==> src/rtl/gpio_evt_pkg.sv <==
package gpio_evt_pkg;

   typedef enum logic [1:0] {
      SYN_BYP      = 2'd0,
      SYN_FALL     = 2'd1,
      SYN_RISE     = 2'd2,
      SYN_RISE_ALT = 2'd3
   } syn_mode_e;

   typedef enum logic [2:0] {
      TRG_OFF  = 3'd0,
      TRG_RISE = 3'd1,
      TRG_FALL = 3'd2,
      TRG_ANY  = 3'd3,
      TRG_LOW  = 3'd4,
      TRG_HIGH = 3'd5,
      TRG_RSV6 = 3'd6,
      TRG_RSV7 = 3'd7
   } trg_e;

   // field positions inside one pin's configuration word
   localparam int CFG_S2_LSB  = 0;
   localparam int CFG_S1_LSB  = 3;
   localparam int CFG_CLR_BIT = 5;
   localparam int CFG_TRG_LSB = 7;
   localparam int CFG_WEN_BIT = 10;
   localparam int CFG_MIN_W   = CFG_WEN_BIT + 1;

   typedef struct packed {
      logic      wen;
      trg_e      trg;
      logic      clr;
      syn_mode_e s1;
      syn_mode_e s2;
   } pin_ctl_t;

endpackage

==> src/rtl/gpio_sync_stage.sv <==
module gpio_sync_stage
   import gpio_evt_pkg::*;
#(
   parameter logic RST_VAL = 1'b0
) (
   input  logic      clk,
   input  logic      rst_n,
   input  syn_mode_e mode,
   input  logic      d,
   output logic      q
);

   logic rise_q;
   logic fall_q;

   always_ff @(posedge clk or negedge rst_n) begin
      if (!rst_n) rise_q <= RST_VAL;
      else        rise_q <= d;
   end

   always_ff @(negedge clk or negedge rst_n) begin
      if (!rst_n) fall_q <= RST_VAL;
      else        fall_q <= d;
   end

   always_comb begin
      unique case (mode)
         SYN_BYP:  q = d;
         SYN_FALL: q = fall_q;
         default:  q = rise_q;
      endcase
   end

   // in a rising-edge mode the stage output lags its input by one rising edge
   assert_rise_mode_lag_R3: assert property (@(posedge clk) disable iff (!rst_n)
      (mode[1] && $past(rst_n)) |-> (q == $past(d)));

endmodule

==> src/rtl/gpio_evt_detect.sv <==
module gpio_evt_detect
   import gpio_evt_pkg::*;
(
   input  logic clk,
   input  logic rst_n,
   input  logic lvl,
   input  trg_e trg,
   input  logic wen,
   input  logic clr,
   output logic src,
   output logic wake
);

   logic prev_q;
   logic rise_ev;
   logic fall_ev;
   logic edge_hit;

   always_ff @(posedge clk or negedge rst_n) begin
      if (!rst_n) prev_q <= 1'b0;
      else        prev_q <= lvl;
   end

   assign rise_ev = lvl & ~prev_q;
   assign fall_ev = ~lvl & prev_q;

   always_comb begin
      edge_hit = 1'b0;
      src      = 1'b0;
      unique case (trg)
         TRG_RISE: begin edge_hit = rise_ev;           src = rise_ev;           end
         TRG_FALL: begin edge_hit = fall_ev;           src = fall_ev;           end
         TRG_ANY:  begin edge_hit = rise_ev | fall_ev; src = rise_ev | fall_ev; end
         TRG_LOW:  src = ~lvl;
         TRG_HIGH: src = lvl;
         default:  src = 1'b0;
      endcase
   end

   always_ff @(posedge clk or negedge rst_n) begin
      if (!rst_n)               wake <= 1'b0;
      else if (clr)             wake <= 1'b0;
      else if (wen && edge_hit) wake <= 1'b1;
   end

   assert_no_src_reserved_R7: assert property (@(posedge clk) disable iff (!rst_n)
      (trg == TRG_OFF || trg == TRG_RSV6 || trg == TRG_RSV7) |-> !src);

   assert_rise_src_level_R5: assert property (@(posedge clk) disable iff (!rst_n)
      (trg == TRG_RISE && src) |-> lvl);

   assert_wake_sticky_R8: assert property (@(posedge clk) disable iff (!rst_n)
      (wake && !clr) |=> wake);

   assert_wake_needs_en_R8: assert property (@(posedge clk) disable iff (!rst_n)
      $rose(wake) |-> $past(wen));

   assert_wake_clear_R9: assert property (@(posedge clk) disable iff (!rst_n)
      clr |=> !wake);

endmodule

==> src/rtl/gpio_evt_top.sv <==
module gpio_evt_top
   import gpio_evt_pkg::*;
#(
   parameter int NPIN  = 8,
   parameter int CFG_W = 11
) (
   input  logic                    clk,
   input  logic                    rst_n,
   input  logic [NPIN-1:0]         pad_in,
   input  logic [NPIN*CFG_W-1:0]   pin_cfg,
   output logic [NPIN-1:0]         in_level,
   output logic [NPIN-1:0]         evt_src,
   output logic [NPIN-1:0]         wake_flag,
   output logic                    wake_any
);

   localparam int CFG_TOT = NPIN * CFG_W;

   if (NPIN < 1) begin : g_bad_npin
      $error("gpio_evt_top: NPIN must be at least 1");
   end
   if (CFG_W < CFG_MIN_W) begin : g_bad_cfgw
      $error("gpio_evt_top: CFG_W too narrow for the configuration fields");
   end
   if (CFG_TOT < CFG_W) begin : g_bad_tot
      $error("gpio_evt_top: configuration bus width inconsistent");
   end

   for (genvar p = 0; p < NPIN; p++) begin : g_pin
      logic [CFG_W-1:0] word;
      pin_ctl_t         ctl;
      logic             mid;

      assign word    = pin_cfg[p*CFG_W +: CFG_W];
      assign ctl.s2  = syn_mode_e'(word[CFG_S2_LSB +: 2]);
      assign ctl.s1  = syn_mode_e'(word[CFG_S1_LSB +: 2]);
      assign ctl.clr = word[CFG_CLR_BIT];
      assign ctl.trg = trg_e'(word[CFG_TRG_LSB +: 3]);
      assign ctl.wen = word[CFG_WEN_BIT];

      gpio_sync_stage #(.RST_VAL(1'b0)) u_first (
         .clk   (clk),
         .rst_n (rst_n),
         .mode  (ctl.s1),
         .d     (pad_in[p]),
         .q     (mid)
      );

      gpio_sync_stage #(.RST_VAL(1'b0)) u_second (
         .clk   (clk),
         .rst_n (rst_n),
         .mode  (ctl.s2),
         .d     (mid),
         .q     (in_level[p])
      );

      gpio_evt_detect u_det (
         .clk   (clk),
         .rst_n (rst_n),
         .lvl   (in_level[p]),
         .trg   (ctl.trg),
         .wen   (ctl.wen),
         .clr   (ctl.clr),
         .src   (evt_src[p]),
         .wake  (wake_flag[p])
      );
   end

   assign wake_any = |wake_flag;

   // with both stages skipped the level is the pad itself
   assert_bypass_pass_R2: assert property (@(posedge clk) disable iff (!rst_n)
      (pin_cfg[CFG_S1_LSB +: 2] == 2'd0 && pin_cfg[CFG_S2_LSB +: 2] == 2'd0)
      |-> (in_level[0] == pad_in[0]));

   // the summary is set exactly when some pin's flag is set
   assert_any_matches_R10: assert property (@(posedge clk) disable iff (!rst_n)
      $rose(wake_any) |-> ($countones(wake_flag) != 0));

endmodule

==> config.mk <==
export PLATFORM = sky130hd
export DESIGN_NAME = gpio_evt_top
export DESIGN_NICKNAME = d
export VERILOG_FILES = /design/src/rtl/gpio_evt_pkg.sv /design/src/rtl/gpio_sync_stage.sv /design/src/rtl/gpio_evt_detect.sv /design/src/rtl/gpio_evt_top.sv
export SDC_FILE = /design/constraint.sdc
export NUM_CORES = 1
export LEC_CHECK = 0
export BUFFER_PORTS_ARGS = -buffer_cell sky130_fd_sc_hd__buf_4
export CAP_MARGIN = 5
export CORE_MARGIN = 2
export CORE_UTILIZATION = 50
export CTS_CLUSTER_DIAMETER = 150
export DETAILED_ROUTE_END_ITERATION = 8
export PLACE_DENSITY_LB_ADDON = 0.2
export SLEW_MARGIN = 20
export SYNTH_ARGS = -nofsm -noshare
export SYNTH_HDL_FRONTEND = slang
export SYNTH_HIERARCHICAL = 1
export SYNTH_SLANG_ARGS = --single-unit
==> constraint.sdc <==
create_clock -name clk -period 4.44 [get_ports clk]
set_clock_uncertainty 0.15 [all_clocks]
set_input_delay 0.888 -clock clk [delete_from_list [all_inputs] [get_ports clk]]
set_output_delay 0.888 -clock clk [all_outputs]
set_load 0.03 [all_outputs]
Yosys cells after proc, flatten, opt, wreduce, memory -nomap -nowiden
Cells that the tools add are included.
{"block": "classes", "reduce_logical": 33, "n_bitwise": 40, "n_mux": 48, "n_eq_ne": 56}
{"op": "equality test 3 x 2 -> 1 bit, second input constant", "n": 16}
{"op": "equality test 3 bit, second input constant", "n": 16}
{"op": "one-hot mux 1 bit (5 select lines)", "n": 8}
{"op": "equality test 2 x 1 -> 1 bit, second input constant", "n": 16}
{"op": "logical NOT 2 bit", "n": 16}
{"op": "one-hot mux 1 bit (2 select lines)", "n": 16}
{"op": "equality test 3 x 1 -> 1 bit, second input constant", "n": 8}
{"op": "one-hot mux 1 bit (3 select lines)", "n": 8}
{"op": "bitwise AND 1 bit", "n": 16}
{"op": "2-to-1 mux 1 bit", "n": 16}
{"op": "NOT 1 bit", "n": 16}
{"op": "nonzero test 2 bit", "n": 8}
{"op": "logical AND 1 bit", "n": 8}
{"op": "bitwise OR 1 bit", "n": 8}
{"op": "OR reduction 8 bit", "n": 1}
{"block": "word_totals", "register_bits": 48, "word_cells": 225, "input_bits": 98, "output_inout_bits": 25}

Longest topological paths before layout
{"block": "depth", "depth_word": 10, "ltp_mapped": 9, "mapped_depth_nobuf": 9}

By module
Netlist, hierarchy kept.
{"mod": "gpio_evt_detect", "area_each_um2": 172.7, "seq_area_each_um2": 50.0, "n_inst": 8, "cells_each": 19}
{"mod": "gpio_sync_stage", "area_each_um2": 68.8, "seq_area_each_um2": 50.0, "n_inst": 16, "cells_each": 5}
{"mod": "gpio_evt_top", "area_each_um2": 16.3, "seq_area_each_um2": 0.0, "n_inst": 1, "cells_each": 3}

==> results_dict.tcl <==
set metrics [dict create \
    finalSetupViolations 17 \
    cts_max_path_buffers 2 \
    nets 497 \
    num_antenna_cells 0 \
    cts_buffers 5 \
    clk_pin_slew_ns 0.08 \
    htreeDepth 2 \
    leakagePower_nw 2.05 \
    fp.dieH_um 74.7 \
    drive_gt1_frac 0.557 \
    violations "setup timing" \
    routedWlPerCell_um 15.4 \
    ys_ff_latch 48 \
    drv_cap 0 \
    busiest_layer "met2" \
    ys_seq_area_frac 0.481 \
    power_mw 1.26 \
    critPathRequiredTime_ns 3.40 \
    vias 2336 \
    synth_area_sq_um 2500 \
    critPathKind "flip-flop to output port" \
    power_density_nw_per_um2 297 \
    critPathArrivalTime_ns 4.46 \
    viasPerCell 5.18 \
    port_buffers 106 \
    cpMostUsedCell "o21ai_2" \
    path_cells "mux2i_1 > o21ai_2 > mux2i_2 > o21ai_4 > inv_2 > ha_4 > and2b_1 > o21ai_2 > a21oi_4 > buf_6" \
    worstSetupEndpointType "output port" \
    multi_input_area_sq_um 1550 \
    clk_latency_ns 0.29 \
    io_pins 123 \
    status "finished with violations" \
    grt.overflow.total 0 \
    syn-num-nets 349 \
    die_area_sq_um 5580 \
    fillers 240 \
    die_w_um 74.7 \
    slew_viol_final 0 \
    use_met1 0.239 \
    hold_viol 0 \
    grt_max_degree 42 \
    r2r-start "g_pin[3].u_first/fall_q$_DFF_NN0_" \
    synth_cell_types 17 \
    slowest_delay_ns 0.39 \
    relSlewSlack 0.654 \
    setup.worst_path.start "g_pin[3].u_first/fall_q$_DFF_NN0_" \
    placementRows 25 \
    seqCellArea_sq_um 1200 \
    antenna_found_initial 0 \
    grt_pass1_vias 2326 \
    ir_drop_mv 0.260 \
    cp_max_fo 4 \
    layout_commonest_cell "buf_4" \
    ctsHoldBuffers 0 \
    cp_slowest_cell "dfrtn_1" \
    yosysWarnings 6 \
    cts-root-buf "clkbuf_8" \
    cts_sinks 48 \
    rsz0062_at_grt "yes" \
    wl_um 6940 \
    core_area_sq_um 4790 \
    crit_family "compound AO/OA/AOI/OAI gates" \
    hold_path_startpoint "g_pin[0].u_first/rise_q$_DFF_PN0_" \
    area_growth_pct 69.5 \
    avgSynthCellArea_sq_um 10.6 \
    groute.usage.overall 0.227 \
    grt_pass1_wl_um 9570 \
    gr-usage-met2 0.447 \
    path_buf_inv 2 \
    tritoncts "done" \
    start_util 0.522 \
    drtPass1Iterations 4 \
    ant_nets 0 \
    worst_pin_slew_ns 0.519 \
    synthCells 235 \
    final_core_util 0.885 \
    hold_ws_ns 0.343 \
    grt_util_met3 0.0562 \
    drc 0 \
    hp-class "flip-flop to flip-flop" \
    first_iter_violations 55 \
    fin_ws_ns -1.06 \
    gp_congestion 0.778 \
    dp_hpwl_um 4510 \
    critPathLaunchType "flip-flop" \
    final_cell_mix "buf_4 (116), dfrtp_1 (32), inv_1 (28), buf_6 (24), nand2_1 (17)" \
]
-- cell usage after synthesis --
cell | number | area, sq um
o21ai_0 | 8 | 40.0
a211oi_2 | 8 | 100
inv_1 | 32 | 120
ha_1 | 16 | 200
nand2_1 | 17 | 63.8
dfrtp_1 | 32 | 801
dfrtn_1 | 16 | 400
o21ai_1 | 24 | 120
nor2b_1 | 8 | 50.1
a31oi_1 | 8 | 50.1
and2b_1 | 8 | 60.1
mux2_4 | 8 | 120
a21oi_1 | 16 | 80.1
a211oi_1 | 8 | 60.1
mux2i_1 | 16 | 160
nor3b_1 | 8 | 60.1
nor4_1 | 2 | 12.5
-- registers in the layout, summed over array words and instances (netlist names) --
| register | flops |
|---|---|
| g_pin.u_det/wake | 8 |
| g_pin.u_second/fall_q | 8 |
| g_pin.u_first/rise_q | 8 |
| g_pin.u_second/rise_q | 8 |
| g_pin.u_det/prev_q | 8 |
| g_pin.u_first/fall_q | 8 |
-- report_power, final --
part	switching [mW]	internal (mW)
Combinational	0.215	0.227
Sequential	0.0157	0.469
Clock	0.131	0.199
Total	0.362	0.895
-- logic make-up (layout without fill, tap and decap cells) --
family / Yosys count / after routing / share of synthesized area
mux: 24 / 24 / 0.112
compound gates: 72 / 72 / 0.180
buf+inv: 32 / 181 / 0.0481
simple gates: 43 / 43 / 0.0986
fa+ha+maj: 16 / 16 / 0.0801
flops: 48 / 48 / 0.481
-- worst reg2reg max path: stages (launching register included) --
cell,delay (ns)
dfrtn_1,0.39
mux2i_1,0.10
o21ai_2,0.21
mux2i_2,0.12
o21ai_4,0.22
inv_2,0.08
ha_4,0.24
and2b_1,0.22
buf_4,0.12
o21ai_2,0.05
a211oi_2,0.27
-- per-layer routing --
layer / routed length, um / part of all wire
met1: 2460 / 0.35
met2: 4010 / 0.58
met3: 407 / 0.059
met4: 58 / 0.0084
met5: 0 / 0
-- cell type report --
| type | instances | share of cell area |
|---|---|---|
| Clock buffer | 7 | 0.0228 |
| Clock inverter | 1 | 0.00709 |
| Inverter | 32 | 0.0284 |
| Multi-Input combinational cell | 155 | 0.365 |
| Sequential cell | 48 | 0.284 |
| Tap cell | 67 | 0.0198 |
| Timing Repair Buffer | 141 | 0.273 |
-- metrics by stage --
stage          std cells  setup WS, ns  TNS (ns)  area (sq um)
2_1_floorplan        235        -0.720     -5.76          2710
3_3_place_gp         428        -0.698     -6.01          3740
3_5_place_dp         428        -0.758     -6.69          3740
4_1_cts              447         -1.02    -10.64          4100
5_1_grt              451         -1.18    -12.51          4230
6_report             451         -1.06    -10.75          4230
-- worst paths after layout --
path | cells after the start | slack [ns] | to
max in group asynchronous | 1 | 1.22 | g_pin[6].u_first/fall_q$_DFF_NN0_
min | 2 | 0.34 | g_pin[0].u_second/rise_q$_DFF_PN0_
max reg2reg | 10 | -0.07 | g_pin[3].u_det/wake$_DFFE_PN0P_
min reg2reg | 2 | 0.34 | g_pin[0].u_second/rise_q$_DFF_PN0_
min in group asynchronous | 1 | 0.41 | g_pin[0].u_det/wake$_DFFE_PN0P_
max | 10 | -1.06 | evt_src[3]
-- what timing repair did --
action,CTS,global route
pin swaps,29,17
setup buffers,12,9
endpoints found under the hold margin,0,0
setup endpoints to repair,16,20
resized for setup,34,26
Power figures use the tool's default switching activity.
